$ cat config.mk
export PLATFORM = sky130hd
export DESIGN_NAME = insn_ctl_dec
export DESIGN_NICKNAME = d
export VERILOG_FILES = /design/src/rtl/insn_ctl_pkg.sv /design/src/rtl/insn_op_decode.sv /design/src/rtl/insn_alu_ctl.sv /design/src/rtl/insn_main_ctl.sv /design/src/rtl/insn_ctl_dec.sv
export SDC_FILE = /design/constraint.sdc
export NUM_CORES = 1
export LEC_CHECK = 0
export ABC_AREA = 1
export BUFFER_PORTS_ARGS = -buffer_cell sky130_fd_sc_hd__buf_4
export CORE_AREA = 4 4 41 43
export DETAILED_ROUTE_END_ITERATION = 10
export DIE_AREA = 0 0 45 47
export PLACE_DENSITY = 0.59
export SYNTH_ARGS = -nofsm -noshare
export SYNTH_HDL_FRONTEND = slang
export SYNTH_SLANG_ARGS = --single-unit
$ cat constraint.sdc
create_clock -name vclk -period 0.95
set_input_delay 0.1425 -clock vclk [all_inputs]
set_output_delay 0.1425 -clock vclk [all_outputs]
set_load 0.03 [all_outputs]
$ cat src/rtl/insn_ctl_pkg.sv
package insn_ctl_pkg;

  localparam int OP_W  = 6;
  localparam int FN_W  = 6;
  localparam int SUB_W = 2;
  localparam int ALU_W = 2 + SUB_W;

  localparam logic [OP_W-1:0] OP_REG  = 6'h00;
  localparam logic [OP_W-1:0] OP_JMP  = 6'h02;
  localparam logic [OP_W-1:0] OP_BEQ  = 6'h04;
  localparam logic [OP_W-1:0] OP_BNE  = 6'h05;
  localparam logic [OP_W-1:0] OP_ADDI = 6'h08;
  localparam logic [OP_W-1:0] OP_SLTI = 6'h0A;
  localparam logic [OP_W-1:0] OP_ANDI = 6'h0C;
  localparam logic [OP_W-1:0] OP_ORI  = 6'h0D;
  localparam logic [OP_W-1:0] OP_XORI = 6'h0E;
  localparam logic [OP_W-1:0] OP_LW   = 6'h23;
  localparam logic [OP_W-1:0] OP_SW   = 6'h2B;

  localparam logic [FN_W-1:0] FN_ADD = 6'h20;
  localparam logic [FN_W-1:0] FN_SUB = 6'h22;
  localparam logic [FN_W-1:0] FN_AND = 6'h24;
  localparam logic [FN_W-1:0] FN_OR  = 6'h25;
  localparam logic [FN_W-1:0] FN_XOR = 6'h26;
  localparam logic [FN_W-1:0] FN_SLT = 6'h2A;

  typedef enum logic [1:0] {
    UNIT_SHIFT = 2'b00,
    UNIT_SLT   = 2'b01,
    UNIT_ARITH = 2'b10,
    UNIT_LOGIC = 2'b11
  } unit_e;

  localparam logic [SUB_W-1:0] SUB_ADD = 2'b00;
  localparam logic [SUB_W-1:0] SUB_SUB = 2'b01;
  localparam logic [SUB_W-1:0] SUB_AND = 2'b00;
  localparam logic [SUB_W-1:0] SUB_OR  = 2'b01;
  localparam logic [SUB_W-1:0] SUB_XOR = 2'b11;

  // One flag per supported instruction class
  typedef struct packed {
    logic reg_rr;
    logic jmp;
    logic beq;
    logic bne;
    logic addi;
    logic slti;
    logic andi;
    logic ori;
    logic xori;
    logic lw;
    logic sw;
  } insn_hot_t;

  typedef struct packed {
    logic dst_rd;
    logic reg_we;
    logic imm_sign;
    logic opb_imm;
    logic mem_rd;
    logic mem_we;
    logic wb_mem;
    logic br_eq;
    logic br_ne;
    logic jump;
  } ctl_word_t;

  function automatic logic [ALU_W-1:0] alu_code(unit_e unit, logic [SUB_W-1:0] sub);
    return {unit, sub};
  endfunction

endpackage

$ cat src/rtl/insn_op_decode.sv
module insn_op_decode
  import insn_ctl_pkg::*;
#(
  parameter int OPW = OP_W
) (
  input  logic [OPW-1:0] op_i,
  output insn_hot_t      hot_o,
  output logic           known_o
);

  function automatic logic hit(logic [OPW-1:0] op, logic [OP_W-1:0] code);
    return op == OPW'(code);
  endfunction

  always_comb begin
    hot_o.reg_rr = hit(op_i, OP_REG);
    hot_o.jmp    = hit(op_i, OP_JMP);
    hot_o.beq    = hit(op_i, OP_BEQ);
    hot_o.bne    = hit(op_i, OP_BNE);
    hot_o.addi   = hit(op_i, OP_ADDI);
    hot_o.slti   = hit(op_i, OP_SLTI);
    hot_o.andi   = hit(op_i, OP_ANDI);
    hot_o.ori    = hit(op_i, OP_ORI);
    hot_o.xori   = hit(op_i, OP_XORI);
    hot_o.lw     = hit(op_i, OP_LW);
    hot_o.sw     = hit(op_i, OP_SW);
  end

  assign known_o = |hot_o;

endmodule

$ cat src/rtl/insn_alu_ctl.sv
module insn_alu_ctl
  import insn_ctl_pkg::*;
#(
  parameter int FNW = FN_W,
  parameter int AW  = ALU_W
) (
  input  insn_hot_t      hot_i,
  input  logic [FNW-1:0] fn_i,
  output logic [AW-1:0]  alu_op_o,
  output logic           fn_ok_o
);

  logic [AW-1:0] fn_code;
  logic [AW-1:0] op_code;

  // Register-register class: operation taken from the function field
  always_comb begin
    fn_code = '0;
    fn_ok_o = 1'b0;
    case (fn_i)
      FNW'(FN_ADD): begin fn_code = AW'(alu_code(UNIT_ARITH, SUB_ADD)); fn_ok_o = 1'b1; end
      FNW'(FN_SUB): begin fn_code = AW'(alu_code(UNIT_ARITH, SUB_SUB)); fn_ok_o = 1'b1; end
      FNW'(FN_AND): begin fn_code = AW'(alu_code(UNIT_LOGIC, SUB_AND)); fn_ok_o = 1'b1; end
      FNW'(FN_OR):  begin fn_code = AW'(alu_code(UNIT_LOGIC, SUB_OR));  fn_ok_o = 1'b1; end
      FNW'(FN_XOR): begin fn_code = AW'(alu_code(UNIT_LOGIC, SUB_XOR)); fn_ok_o = 1'b1; end
      FNW'(FN_SLT): begin fn_code = AW'(alu_code(UNIT_SLT, SUB_ADD));   fn_ok_o = 1'b1; end
      default: ;
    endcase
  end

  // Every other class: operation taken from the opcode
  always_comb begin
    op_code = '0;
    if (hot_i.addi | hot_i.lw | hot_i.sw)
      op_code = AW'(alu_code(UNIT_ARITH, SUB_ADD));
    else if (hot_i.beq | hot_i.bne)
      op_code = AW'(alu_code(UNIT_ARITH, SUB_SUB));
    else if (hot_i.slti)
      op_code = AW'(alu_code(UNIT_SLT, SUB_ADD));
    else if (hot_i.andi)
      op_code = AW'(alu_code(UNIT_LOGIC, SUB_AND));
    else if (hot_i.ori)
      op_code = AW'(alu_code(UNIT_LOGIC, SUB_OR));
    else if (hot_i.xori)
      op_code = AW'(alu_code(UNIT_LOGIC, SUB_XOR));
    else if (hot_i.jmp)
      op_code = AW'(alu_code(UNIT_SHIFT, SUB_ADD));
  end

  assign alu_op_o = hot_i.reg_rr ? (fn_ok_o ? fn_code : '0) : op_code;

endmodule

$ cat src/rtl/insn_main_ctl.sv
module insn_main_ctl
  import insn_ctl_pkg::*;
(
  input  insn_hot_t hot_i,
  input  logic      fn_ok_i,
  output ctl_word_t ctl_o
);

  logic zero_ext;
  logic opb_reg;
  logic writes_reg;

  assign zero_ext   = hot_i.andi | hot_i.ori | hot_i.xori;
  assign opb_reg    = hot_i.reg_rr | hot_i.beq | hot_i.bne;
  assign writes_reg = (hot_i.reg_rr & fn_ok_i) | hot_i.addi | hot_i.slti |
                      hot_i.andi | hot_i.ori | hot_i.xori | hot_i.lw;

  always_comb begin
    ctl_o.dst_rd   = hot_i.reg_rr;
    ctl_o.reg_we   = writes_reg;
    ctl_o.imm_sign = ~zero_ext;
    ctl_o.opb_imm  = ~opb_reg;
    ctl_o.mem_rd   = hot_i.lw;
    ctl_o.mem_we   = hot_i.sw;
    ctl_o.wb_mem   = hot_i.lw;
    ctl_o.br_eq    = hot_i.beq;
    ctl_o.br_ne    = hot_i.bne;
    ctl_o.jump     = hot_i.jmp;
  end

endmodule

$ cat src/rtl/insn_ctl_dec.sv
module insn_ctl_dec
  import insn_ctl_pkg::*;
(
  input  logic [5:0] op_i,
  input  logic [5:0] fn_i,
  output logic       dst_rd_o,
  output logic       reg_we_o,
  output logic       imm_sign_o,
  output logic       opb_imm_o,
  output logic       mem_rd_o,
  output logic       mem_we_o,
  output logic       wb_mem_o,
  output logic       br_eq_o,
  output logic       br_ne_o,
  output logic       jump_o,
  output logic [3:0] alu_op_o
);

  insn_hot_t hot;
  ctl_word_t ctl;
  logic      insn_known;
  logic      fn_known;

  insn_op_decode #(.OPW(OP_W)) u_dec (
    .op_i    (op_i),
    .hot_o   (hot),
    .known_o (insn_known)
  );

  insn_alu_ctl #(.FNW(FN_W), .AW(ALU_W)) u_alu (
    .hot_i    (hot),
    .fn_i     (fn_i),
    .alu_op_o (alu_op_o),
    .fn_ok_o  (fn_known)
  );

  insn_main_ctl u_main (
    .hot_i   (hot),
    .fn_ok_i (fn_known),
    .ctl_o   (ctl)
  );

  assign dst_rd_o   = ctl.dst_rd;
  assign reg_we_o   = ctl.reg_we;
  assign imm_sign_o = ctl.imm_sign;
  assign opb_imm_o  = ctl.opb_imm;
  assign mem_rd_o   = ctl.mem_rd;
  assign mem_we_o   = ctl.mem_we;
  assign wb_mem_o   = ctl.wb_mem;
  assign br_eq_o    = ctl.br_eq;
  assign br_ne_o    = ctl.br_ne;
  assign jump_o     = ctl.jump;

endmodule

## Word-level counts from Yosys, hierarchy flattened

Cells that the tools add are included.

- Eq/ne operators: 16
- Bitwise logic cells: 16
- Mux-type cells: 10
- Reductions and logical operators: 2

Operators with widths:

| cell | number |
|---|---|
| 6-bit == test (second input constant) | 8 |
| 4-bit two-way mux | 8 |
| 6-bit by 4-bit == test with 1-bit output (second input constant) | 5 |
| 4-bit case mux with 6 select lines | 1 |
| 1-bit bitwise OR | 13 |
| 6-bit by 3-bit == test with 1-bit output (second input constant) | 2 |
| 6-bit by 2-bit == test with 1-bit output (second input constant) | 1 |
| 6-bit zero test | 1 |
| 6-bit OR reduction | 1 |
| 1-bit inverter | 2 |
| 1-bit AND | 1 |
| 1-bit two-way mux | 1 |

- Bits in registers: 0
- Input bits: 12
- Output and inout bits: 14

## Logic depth before layout (Yosys ltp)

- Depth after elaboration: 10
- Gate-level depth with buffers: 6
- Mapped depth without buffers: 6

## Cells and area by module

A second synthesis with hierarchy kept.

- Cell total of the unflattened synthesis: 113
- Area, all modules: 534.3 µm²

By module, submodules not included:

| module | instances | cells each | area an instance (µm²) |
|---|---|---|---|
| insn_alu_ctl | 1 | 51 | 240.2 |
| insn_op_decode | 1 | 43 | 188.9 |
| insn_main_ctl | 1 | 19 | 105.1 |

## Worst setup path after synthesis

Ideal clock, no wire load.

- Kind: input port to output port
- Start point: input port op_i[3]
- End point: output port alu_op_o[3]
- Path buffers: 0
- Arrival time: 1168 ps
- Setup slack: -361 ps
- Required time: 808 ps
- Cell stages on the path: 6
- Cells stage by stage: inv_1 -> nor2_1 -> inv_1 -> nor2_1 -> nor2_1 -> nand3_1

- Elaborated cells between the ends (all ways): 20
- Classes of those cells: 9 x eq/ne; 7 x mux; 3 x bitwise; 1 x reduce/logical

RTL lines:

| what | RTL line | text |
|---|---|---|
| from (decl) | insn_ctl_dec.sv:4 | `input logic [5:0] op_i,` |
| 6-bit == test | insn_op_decode.sv:12 | `return op == OPW'(code);` |
| named net mem_we_o | insn_ctl_dec.sv:11 | `output logic mem_we_o,` |
| 1-bit bitwise OR | insn_alu_ctl.sv:34 | `if (hot_i.addi \| hot_i.lw \| hot_i.sw)` |
| 4-bit two-way mux | insn_alu_ctl.sv:34 |  |
| 4-bit two-way mux | insn_alu_ctl.sv:50 | `assign alu_op_o = hot_i.reg_rr ? (fn_ok_o ? fn_code : '0) : op_code;` |
| to (decl) | insn_ctl_dec.sv:16 | `output logic [3:0] alu_op_o` |

The timed path passes the listed nets, and every way through them passes these cells.

## Worst setup path after layout

- Start point: input port op_i[5]
- End point: output port reg_we_o

- Cells in the longest elaborated chain, start to end: 8
- Elaborated cells between the ends (all ways): 14
- Classes of those cells: 6 x eq/ne; 7 x bitwise; 1 x reduce/logical

RTL lines:

| what | RTL line | text |
|---|---|---|
| 6-bit zero test | insn_op_decode.sv:12 |  |
| 1-bit AND | insn_main_ctl.sv:15 | `assign writes_reg = (hot_i.reg_rr & fn_ok_i) \| hot_i.addi \| hot_i.slti \|` |
| 1-bit bitwise OR (3 in a row) | insn_main_ctl.sv:15 |  |
| 1-bit bitwise OR (2 in a row) | insn_main_ctl.sv:16 | `hot_i.andi \| hot_i.ori \| hot_i.xori \| hot_i.lw;` |
| 1-bit bitwise OR (*) | insn_main_ctl.sv:16 |  |
| to (decl) | insn_ctl_dec.sv:7 | `output logic reg_we_o,` |

Every way passes the cells marked *; elsewhere a longest branch is shown, timed or not.

==> metrics.txt <==
outcome finished, violations left; violated checks setup timing; post-layout min period about 1.2 ns; CP arrival approximately 1.0 ns; initial antenna violation count 0; clock buffer count 0; seq_cells 0; sequential share of the synthesized area 0%; Inserted Diodes 0; Netlist cell types 13; wire length per cell around 12 um; filler-free cell count of the finished design 123; CP required between 0.8 and 0.9 ns; fin crit share 122%; vias 588; leak pwr 0.000447 uW; setup violators final 14; syn avg cell area around 4.5 um2; Top Ports 26; most frequent CP cell buf_6; final hold violations 0; Final Max Slew Viols 0; design area about 870 um2; Final ANT Viol Nets 0; Rows 13; Util after Layout about 67%; Synth Warn # 0; pwr/cell area between 300 and 400 mW/mm2; # DRC 0; Cell Area, Synth 323 um2; Setup TNS -1.77 ns; vias in the first global route around 550; DR vias/cell about 4.8; Core ar. between 0.001 and 0.0015 mm2; Post-DP HPWL ~980 um; starting density of the core between 20% and 30%; Post-CTS Hold Buffers 0; register area 0 um2; Die ar. ~0.0021 mm2; Die Y approximately 47 um; Max-Slew Margin vs Limit 82.8%; Worst Tran Pin Value 0.258 ns; VDD IR max 158 uV; Filler Cell Count 110; GP Congestion between 0.8 and 0.9; Mapped Cells 72; slowest cell on the critical path or2_1; first-pass GRT wire length about 2.1 mm; largest net degree at the start of global routing 7; critical-path cell list buf_6 -> nor2_4 -> buf_4 -> nand3_4 -> or2_1 -> nand3_2 -> buf_6; Worst Slack Setup Final -0.210 ns; count leader, synth nor2_1; final wirelength between 1 and 1.5 mm; Worst path max stage delay about 0.23 ns; Inst Count DP 120; CP max FO 4; initial DRC count 2; Fmax achieved roughly 860 MHz; total power approximately 290 uW; Port-buffer cells 26; worst hold path class in2out; gr ovfl total 0; Placed Instance Area roughly 630 um2; Synth area leader nand3_1; synth top area cells nand3_1 (23%), nor2_1 (20%), inv_1 (19%); Crit Path Category in2out; Die W roughly 45 um; commonest cells in the netlist nor2_1 (17), inv_1 (16), nand2_1 (15), nand3_1 (15); RSZ-0062 raised after global routing yes; area share of the largest cell type after synthesis 23.3%; CP endpoint kind output port; Layout Nets between 100 and 150; max_cap viols 0; P&R area growth vs syn 169%; critical path launch point type input port; gr usage total 12.4%; fraction of layout cells with a size suffix above 1 68.5%; Mapped Nets between 80 and 90; DRT Pass-1 Iters 4
placed cells by master (no fill, tap or decap), types with 2 or more instances in the layout:
cell / count
nand2_4: 2
nand3_4: 3
nor2_1: 7
buf_6: 21
nand3_2: 6
nand3_1: 7
nand2_1: 8
nor2_4: 9
nor2_2: 3
buf_4: 15
nand2_2: 5
inv_4: 2
inv_2: 4
inv_1: 9
cell type report:
type                            instances  area, um2  share of cell area, %
Multi-Input combinational cell         55        418                   48.1
Timing Repair Buffer                   37        364                   41.9
Inverter                               16       68.8                   7.91
Tap cell                               15       18.8                   2.16
routing by layer:
metal / global-route usage (%) / vias to the layer above / share of wire [%]
li1: - / 298 / -
met1: 12.8 / 266 / 32
met2: 26.3 / 22 / 59
met3: 1.15 / 2 / 7.7
met4: 2.92 / 0 / 1.1
met5: 0 / - / 0
worst max-delay path: cells and delay by family:
family,cells,cell delay [ns]
buffers and inverters,3,0.36
AND/OR/NAND/NOR,4,0.52
kinds of logic (layout without fill, tap and decap cells):
logic type | count (synthesis) | in the layout | share of synthesized area [%]
buffers and inverters | 17 | 53 | 20.9
AO/OA/AOI/OAI | 2 | 2 | 3.88
AND/OR/NAND/NOR | 53 | 53 | 75.2
repair_timing:
item                                    in CTS  in global routing
setup buffers                                1                  2
resized for setup                           30                 32
pin swaps                                   10                 12
endpoints found under the setup margin      14                 14
worst paths after layout:
path                 from  endpoint  slack (ns)  depth (start not counted)
hold / removal    op_i[0]   br_eq_o        0.60                          3
setup / recovery  op_i[5]  reg_we_o       -0.21                          7
metrics by stage:
| stage | hold slack [ns] | setup WS (ns) |
|---|---|---|
| global placement | 0.585 | -0.251 |
| finish | 0.602 | -0.210 |
| CTS | 0.616 | -0.207 |
| detailed placement | 0.584 | -0.248 |
| floorplan | 0.397 | -0.129 |
| global route | 0.619 | -0.263 |
power breakdown:
part,total [uW],switching (uW),internal (uW),leakage (uW)
Sequential,0,0,0,0
Combinational,286,155,131,0.000447
Clock,0,0,0,0
Power figures use the tool's default switching activity.
